<file path="src/rtl/ifb_pkg.sv">
package ifb_pkg;

    localparam int unsigned ADDR_W    = 16;
    localparam int unsigned DATA_W    = 32;
    localparam int unsigned BANK_W    = 2;
    localparam int unsigned NUM_BANKS = 1 << BANK_W;
    localparam int unsigned IBANK_W   = ADDR_W - BANK_W;

    typedef logic [ADDR_W-1:0] waddr_t;
    typedef logic [BANK_W-1:0] bank_t;
    typedef logic [DATA_W-1:0] word_t;

    typedef enum logic {
        BS_IDLE,
        BS_RUN
    } bstate_e;

    // one issued access travelling toward the return stage
    typedef struct packed {
        logic  vld;
        bank_t bank;
    } slot_t;

    function automatic bank_t bank_of(waddr_t a);
        return a[BANK_W-1:0];
    endfunction

endpackage

</file>
<file path="src/rtl/ifb_addr_gen.sv">
module ifb_addr_gen
    import ifb_pkg::*;
#(
    parameter int unsigned MIN_BURST = 4
) (
    input  logic   clk,
    input  logic   rst,
    input  logic   req_valid,
    input  waddr_t req_addr,
    input  logic   burst_en,
    output slot_t  issue,
    output waddr_t issue_addr
);

    localparam int unsigned CNT_W = $clog2(MIN_BURST + 1);

    bstate_e    state;
    waddr_t     cur_addr;
    logic [CNT_W-1:0] cnt;
    logic       more;
    logic       issue_go;

    // issue while under the minimum, or while the processor asks for more
    assign more     = (cnt < CNT_W'(MIN_BURST)) || burst_en;
    assign issue_go = (state == BS_RUN) && more && !req_valid;

    always_ff @(posedge clk) begin
        if (rst) begin
            state    <= BS_IDLE;
            cur_addr <= '0;
            cnt      <= '0;
        end else if (req_valid) begin
            state    <= BS_RUN;
            cur_addr <= req_addr;
            cnt      <= '0;
        end else if (state == BS_RUN) begin
            if (more) begin
                cur_addr <= cur_addr + ADDR_W'(1);
                if (cnt < CNT_W'(MIN_BURST)) begin
                    cnt <= cnt + CNT_W'(1);
                end
            end else begin
                state <= BS_IDLE;
            end
        end
    end

    assign issue.vld  = issue_go;
    assign issue.bank = bank_of(cur_addr);
    assign issue_addr = cur_addr;

    // back-to-back issues use consecutive addresses, wrapping modulo 2^ADDR_W
    assert_addr_step_R3: assert property (@(posedge clk) disable iff (rst)
        (issue_go && $past(issue_go)) |-> (cur_addr == $past(cur_addr) + ADDR_W'(1)));

endmodule

</file>
<file path="src/rtl/ifb_bank_decode.sv">
module ifb_bank_decode
    import ifb_pkg::*;
(
    input  slot_t                issue,
    output logic [NUM_BANKS-1:0] bank_sel
);

    for (genvar b = 0; b < NUM_BANKS; b++) begin : g_sel
        assign bank_sel[b] = issue.vld && (issue.bank == bank_t'(b));
    end

endmodule

</file>
<file path="src/rtl/ifb_return_pipe.sv">
module ifb_return_pipe
    import ifb_pkg::*;
#(
    parameter int unsigned ACC_CYC = 2
) (
    input  logic                        clk,
    input  logic                        rst,
    input  logic                        flush,
    input  slot_t                       issue,
    input  logic [NUM_BANKS*DATA_W-1:0] bank_rdata,
    output logic [NUM_BANKS-1:0]        bank_oe,
    output word_t                       instr,
    output logic                        instr_valid
);

    slot_t pipe [ACC_CYC];
    slot_t tail;
    word_t rsel;

    always_ff @(posedge clk) begin
        if (rst || flush) begin
            for (int j = 0; j < int'(ACC_CYC); j++) begin
                pipe[j] <= '0;
            end
        end else begin
            pipe[0] <= issue;
            for (int j = 1; j < int'(ACC_CYC); j++) begin
                pipe[j] <= pipe[j-1];
            end
        end
    end

    assign tail = pipe[ACC_CYC-1];

    for (genvar b = 0; b < NUM_BANKS; b++) begin : g_oe
        assign bank_oe[b] = tail.vld && (tail.bank == bank_t'(b));
    end

    assign rsel = bank_rdata[int'(tail.bank)*DATA_W +: DATA_W];

    always_ff @(posedge clk) begin
        if (rst) begin
            instr_valid <= 1'b0;
            instr       <= '0;
        end else begin
            instr_valid <= tail.vld && !flush;
            if (tail.vld) begin
                instr <= rsel;
            end
        end
    end

    // an enabled bank is always followed by a delivered word unless cancelled
    assert_oe_delivers_R7: assert property (@(posedge clk) disable iff (rst)
        ((|bank_oe) && !flush) |=> instr_valid);

endmodule

</file>
<file path="src/rtl/ifb_ctrl.sv">
module ifb_ctrl
    import ifb_pkg::*;
#(
    parameter int unsigned ACC_CYC   = 2,
    parameter int unsigned MIN_BURST = 4
) (
    input  logic                        clk,
    input  logic                        rst,
    input  logic                        req_valid,
    input  logic [ADDR_W-1:0]           req_addr,
    input  logic                        burst_en,
    output logic [ADDR_W-1:0]           code_addr,
    output logic [NUM_BANKS-1:0]        bank_sel,
    output logic [NUM_BANKS-1:0]        bank_oe,
    input  logic [NUM_BANKS*DATA_W-1:0] bank_rdata,
    output logic [DATA_W-1:0]           instr,
    output logic                        instr_valid
);

    slot_t issue;

    ifb_addr_gen #(.MIN_BURST(MIN_BURST)) u_addr (
        .clk        (clk),
        .rst        (rst),
        .req_valid  (req_valid),
        .req_addr   (req_addr),
        .burst_en   (burst_en),
        .issue      (issue),
        .issue_addr (code_addr)
    );

    ifb_bank_decode u_dec (
        .issue    (issue),
        .bank_sel (bank_sel)
    );

    ifb_return_pipe #(.ACC_CYC(ACC_CYC)) u_ret (
        .clk         (clk),
        .rst         (rst),
        .flush       (req_valid),
        .issue       (issue),
        .bank_rdata  (bank_rdata),
        .bank_oe     (bank_oe),
        .instr       (instr),
        .instr_valid (instr_valid)
    );

    // a new request removes any pending word from the next cycle
    assert_cancel_R8: assert property (@(posedge clk) disable iff (rst)
        req_valid |=> !instr_valid);

    // the selected bank agrees with the low bits of the local address
    assert_bank_match_R6: assert property (@(posedge clk) disable iff (rst)
        (|bank_sel) |-> bank_sel[code_addr[BANK_W-1:0]]);

    // no access is issued in a request cycle
    assert_req_no_sel_R6: assert property (@(posedge clk) disable iff (rst)
        req_valid |-> (bank_sel == '0));

endmodule

</file>
<file path="config.mk">
export PLATFORM = sky130hd
export DESIGN_NAME = ifb_ctrl
export DESIGN_NICKNAME = d
export VERILOG_FILES = /design/src/rtl/ifb_pkg.sv /design/src/rtl/ifb_addr_gen.sv /design/src/rtl/ifb_bank_decode.sv /design/src/rtl/ifb_return_pipe.sv /design/src/rtl/ifb_ctrl.sv
export SDC_FILE = /design/constraint.sdc
export NUM_CORES = 1
export LEC_CHECK = 0
export BUFFER_PORTS_ARGS = -buffer_cell sky130_fd_sc_hd__buf_2
export CAP_MARGIN = 0
export CELL_PAD_IN_SITES_DETAIL_PLACEMENT = 0
export CELL_PAD_IN_SITES_GLOBAL_PLACEMENT = 1
export CORE_UTILIZATION = 30
export CTS_CLUSTER_SIZE = 28
export DETAILED_ROUTE_END_ITERATION = 12
export GPL_TIMING_DRIVEN = 0
export PLACE_DENSITY = 0.9
export SLEW_MARGIN = 5
export SYNTH_ARGS = -nofsm -noshare
export SYNTH_HDL_FRONTEND = slang
export SYNTH_HIERARCHICAL = 1
export SYNTH_SLANG_ARGS = --single-unit
export TNS_END_PERCENT = 30
</file>
<file path="constraint.sdc">
create_clock -name clk -period 2.25 [get_ports clk]
set_clock_uncertainty 0.15 [all_clocks]
set_input_delay 0.45 -clock clk [delete_from_list [all_inputs] [get_ports clk]]
set_output_delay 0.45 -clock clk [all_outputs]
set_load 0.02 [all_outputs]
</file>
**After elaboration in Yosys (flattened, before gate mapping)**

Memories as Yosys holds them, arrays and structs flattened.
Index checks and enable logic that the tools add are counted.

- Register bits: 53
- Bits in latches: 0
- Bits in writable memories: 6
- Bits in read-only memories: 0
- Output and inout port bits: 57
- Memories kept: 1

Memory list:

| memory | words | width | rd ports | clocked after Yosys merged registers in | wr ports | line | source |
|---|---|---|---|---|---|---|---|
| u_ret.pipe | 2 | 3 | 2 | 0 | 2 | ifb_return_pipe.sv:16 | `slot_t pipe [ACC_CYC];` |

- Add/subtract/negate cells: 2
- $mul: 0
- Divide/modulo/power cells: 0
- Order comparisons: 1
- Equality and inequality tests: 6
- Shift-type cells: 1
- Multiplexer cells: 11
- Bitwise operators: 2
- Reductions and logical operators: 21

Operators with widths:

| cell | number |
|---|---|
| $shiftx 128x8->32 | 1 |
| $mux 16 | 3 |
| $add 16x1->16 const B | 1 |
| $logic_and 1x1->1 | 11 |
| $eq 2x2->1 const B | 4 |
| $mux 1 | 6 |
| $mux 3 | 2 |
| $eq 2x1->1 const B | 2 |
| $logic_not 2->1 | 2 |
| $reduce_bool 2->1 | 2 |
| $add 3x1->3 const B | 1 |
| $lt 3x3->1 const B | 1 |
| $reduce_and 3->1 | 1 |
| $logic_or 1x1->1 | 2 |
| $or 1x1->1 | 2 |
| $reduce_and 2->1 | 1 |
| $reduce_or 2->1 | 1 |
| $logic_not 1->1 | 1 |

**Logic depth before layout (Yosys ltp)**

- Depth in word-level cells: 5
- Mapped depth: 6
- Gate-level depth less buffers: 5

**Cells and area by module**

The synthesis kept the hierarchy.

By module, submodules not included:

| module | times used | cells each | area an instance (µm²) | seq. area each (µm²) |
|---|---|---|---|---|
| ifb_return_pipe | 1 | 259 | 2356.0 | 780.7 |
| ifb_addr_gen | 1 | 127 | 1053.5 | 400.4 |
| ifb_bank_decode | 1 | 4 | 37.5 | 0.0 |

**Least setup slack after synthesis**

OpenSTA, ideal clock, no wires.

- Path type: register -> register
- Start point: register u_addr.cur_addr[3] (netlist: u_addr/issue_addr[3])
- End point: register u_addr.cur_addr[14] (netlist: u_addr/issue_addr[14])
- Library setup time: 0.091 ns
- Arrival: 1.834 ns
- Required time: 2.009 ns
- Path slack: 0.175 ns
- Stages on the path, launching flop included: 6
- Period minus slack after synthesis: 2.075 ns
- Cells stage by stage: dfxtp_1 nand4_1 or4_1 buf_2 or3_1 a311oi_1

- Longest elaborated chain between the ends: 4

Ends and longest elaborated chain:

| what | line | source |
|---|---|---|
| start, declared | ifb_addr_gen.sv:18 | `waddr_t cur_addr;` |
| start signal, assigned | ifb_addr_gen.sv:34 | `cur_addr <= req_addr;` |
| start signal, assigned | ifb_addr_gen.sv:38 | `cur_addr <= cur_addr + ADDR_W'(1);` |
| $add 16x1->16 | ifb_addr_gen.sv:38 |  |
| $mux 16 | ifb_addr_gen.sv:37 | `if (more) begin` |
| $mux 16 | ifb_addr_gen.sv:36 | `end else if (state == BS_RUN) begin` |
| $mux 16 | ifb_addr_gen.sv:32 | `end else if (req_valid) begin` |

No other way between the ends. The select of a mux whose other input is x is not followed.
A chain may end at the register's enable or synchronous reset.

**Final worst setup path**

- Start point: register u_addr.cnt[2]
- End point: output port bank_sel[3]

- Longest elaborated chain between the ends: 5

Ends and longest elaborated chain:

| what | line | source |
|---|---|---|
| start, declared | ifb_addr_gen.sv:19 | `logic [CNT_W-1:0] cnt;` |
| start signal, assigned | ifb_addr_gen.sv:40 | `cnt <= cnt + CNT_W'(1);` |
| $lt 3x3->1 | ifb_addr_gen.sv:24 | `assign more = (cnt < CNT_W'(MIN_BURST)) \|\| burst_en;` |
| $logic_or 1x1->1 | ifb_addr_gen.sv:24 |  |
| $logic_and 1x1->1 (2 in series) | ifb_addr_gen.sv:25 | `assign issue_go = (state == BS_RUN) && more && !req_valid;` |
| named net u_addr.issue_go | ifb_addr_gen.sv:21 | `logic issue_go;` |
| $logic_and 1x1->1 | ifb_bank_decode.sv:9 | `assign bank_sel[b] = issue.vld && (issue.bank == bank_t'(b));` |
| end, declared | ifb_ctrl.sv:13 | `output logic [NUM_BANKS-1:0] bank_sel,` |

The timed path passes the listed nets, and every way through them passes these cells.

==> summary.md <==
| Metric | Value |
|---|---|
| Status | finished clean |
| Post-route ant nets | 0 |
| Fillers | 1118 |
| Crit end category | primary output |
| Yosys warning total | 6 |
| Worst-margin pin slew | 0.741 ns |
| Commonest non-fill, non-tap cell in the layout | buf_2 |
| Post-DP HPWL | 9750 um |
| Worst Setup Slack, final | 0.0985 ns |
| First-iteration detailed-routing DRC count | 163 |
| Synthesized area | 0.00345 sq mm |
| Slowest CP cell | dfxtp_1 |
| Netlist cell types | 47 |
| Unrepaired setup endpoints after global routing | no |
| EDFF count, synth | 0 |
| First-pass GRT wire length | 18700 um |
| Num rows | 38 |
| Fmax | 0.465 GHz |
| Hold Crit Class | in -> reg |
| WP data required | 1.65 ns |
| Post-synth net total | 540 |
| DP Area | 0.00464 sq mm |
| IO Pins | 205 |
| Overall die area | 0.0119 sq mm |
| Clk slew on worst S/H paths | 0.05 ns |
| Async S/R FF share, synth | 0% |
| Final net count | 754 |
| Post-route cell area | 0.00497 sq mm |
| Power Total | 0.00293 W |
| Placer Congestion | 0.850 |
| Total wire length | 12400 um |
| Post-CTS Setup Bufs | 0 |
| Crit Path Class | reg -> out |
| CP top delay family | simple AND/OR/NAND/NOR gates |
| Primary FF master, synth | dfxtp_1 |
| Cells after synthesis | 390 |
| Pre-antenna DRT Iters | 4 |
| Share of cells above drive strength 1 | 44.2% |
| Die X | 109 um |
| Final Cycle Share | 95.6% |
| Worst path buffer plus inverter count | 2 |
| Via-to-Cell Ratio | 5.04 |
| TritonCTS Buffers | 9 |
| Sequential fraction of the synthesis area | 34.3% |
| Post-CTS Hold Buffers | 0 |
| CP arrival | 1.55 ns |
| Crit Path Max Fanout | 5 |
| Final Hold Viols | 0 |
| Port Buffers | 204 |
| P&R area growth vs syn | 44.3% |
| Util after Layout | 45.1% |
| Final Slew Violations | 0 |
| WL/cell | 16.6 um |
| Vias in the first global route | 3808 |
| Residual DRC | 0 |
| Most frequent cells in the layout | buf_2 (213), nor2_1 (82), dfxtp_1 (55), mux2i_1 (22) |
| Register bit total from synthesis | 59 |
| Largest net degree at the start of global routing | 20 |
| GRT Residual Overflow | 0 |
| Gr usage total | 20.7% |
| CTS Buffer Depth | 2 |
| P per Cell Area | 590 mW/mm^2 |
| Worst relative slew slack | 50.6% |
| Synthesized area per cell | 8.84 sq um |
| Clk Latency, worst-skew pair | 0.32 ns |
| Cell breakdown of the critical path | nand2b_1 -> nand2_2 -> nor2_1 -> buf_4 -> and3_2 -> buf_2 |
| Die H | 109 um |
| Via Count | 3778 |
| CTS tree | built |
| Initial Util | 31.3% |
| Final setup fails | 0 |
| Post-place setup slack | -0.00236 ns |
| Critical path's largest stage delay | 0.39 ns |
| Core area | 0.0110 sq mm |
| Max-Cap Viols | 0 |
| Clock Tree Root | clkbuf_16 |
| Initial antenna violation count | 1 |
| Htree depth | 3 |
| Startpoint types | flip-flop |
| Leak Pwr | 2.33 nW |
| Max VDD drop | 286 uV |
| Num Clock Sinks | 59 |
| WHS | 0.234 ns |
| Min Tclk post-route | 2.15 ns |
==> final timing paths <==
check / from / to / slack [ns] / depth (start not counted)
max: u_addr/cnt[2] / bank_sel[3] / 0.1 / 6
min: req_valid / u_addr/cnt[0] / 0.23 / 2
max reg2reg: u_addr/issue_addr[0] / u_addr/issue_addr[10] / 0.12 / 6
min reg2reg: u_ret/pipe[0][2] / u_ret/pipe[0][5] / 0.28 / 1
==> Yosys cell counts, types with 2 or more instances <==
cell type / n / area share [%]
a2111oi_1: 12 / 3.5
buf_4: 5 / 1.1
clkbuf_1: 13 / 1.4
ha_1: 2 / 0.73
dfxtp_1: 59 / 34
and2_1: 8 / 1.5
nor3b_1: 20 / 4.4
a2111oi_0: 2 / 0.51
nand2_1: 11 / 1.2
o21ai_0: 5 / 0.73
nor3_1: 5 / 0.73
nor2_1: 82 / 8.9
a211oi_1: 6 / 1.3
inv_1: 4 / 0.44
nand4_1: 4 / 0.73
o31ai_1: 4 / 0.87
a21oi_1: 2 / 0.29
or4_1: 5 / 1.1
buf_1: 5 / 0.54
and3_2: 2 / 0.44
nand3_1: 5 / 0.73
mux2i_1: 22 / 6.4
a311oi_1: 10 / 2.5
mux2_1: 11 / 3.6
xnor2_1: 3 / 0.76
xor2_1: 3 / 0.76
and3b_1: 2 / 0.51
a21o_1: 20 / 4.4
or3_1: 4 / 0.73
buf_2: 10 / 1.5
o22ai_1: 11 / 2.0
buf_6: 2 / 0.65
a2111oi_2: 17 / 7.4
==> metrics by stage <==
stage / TNS [ns] / instances
finish: 0 / 749
global placement: 0 / 734
global route: 0 / 748
detailed placement: -0.00253 / 734
CTS: 0 / 748
floorplan: 0 / 390
==> final cells by class <==
| type | instances | area (sq um) | area share (%) |
|---|---|---|---|
| inverter | 5 | 18.8 | 0.377 |
| buffer | 35 | 186 | 3.75 |
| tap | 140 | 175 | 3.52 |
| sequential | 59 | 1190 | 23.8 |
| timing repair buffer | 204 | 1020 | 20.5 |
| clock inverter | 5 | 77.6 | 1.56 |
| clock buffer | 10 | 239 | 4.81 |
| multi-input combinational | 290 | 2070 | 41.6 |
| antenna | 1 | 2.50 | 0.0503 |
==> flip-flops by register name (all words and copies together) (netlist names) <==
name	cells
u_addr/issue_addr	16
u_ret/pipe	6
u_ret/instr	32
u_addr/state	1
u_addr/cnt	3
u_ret/instr_valid	1
==> per-layer routing <==
layer | track usage [%] | vias up | wire (um)
li1 | - | 1877 | -
met1 | 23.6 | 1733 | 5080
met2 | 38.5 | 159 | 6350
met3 | 4.06 | 9 | 897
met4 | 6.00 | 0 | 91
met5 | 0 | - | 0
==> timing repair <==
| action | CTS | global route |
|---|---|---|
| setup endpoints to repair | 3 | 11 |
| gates resized for setup | 3 | 7 |
| endpoints found under the hold margin | 0 | 0 |
==> cell families (layout without fill, tap and decap cells) <==
family	after synthesis	in the layout	synth area share, %
simple gates	158	158	23.3
compound gates	90	90	23.7
flops	59	59	34.3
buf+inv	41	259	5.84
mux	34	34	10.6
xor+xnor	6	6	1.52
fa+ha+maj	2	2	0.726
other cells	0	1	0
==> worst register-to-register path: cells and delay by family (launching register included) <==
kind            cells  cell delay (ns)
fa+ha+maj           1             0.17
buf+inv             1             0.18
simple gates        3             0.83
flops               1             0.42
compound gates      1             0.28
==> power by group <==
part	switching, W	internal (W)	leakage [nW]
Sequential	0.0000354	0.00108	0.482
Clock	0.000465	0.000988	0.154
Combinational	0.000185	0.000181	1.69
No activity file was read; power rests on OpenSTA's default activity.
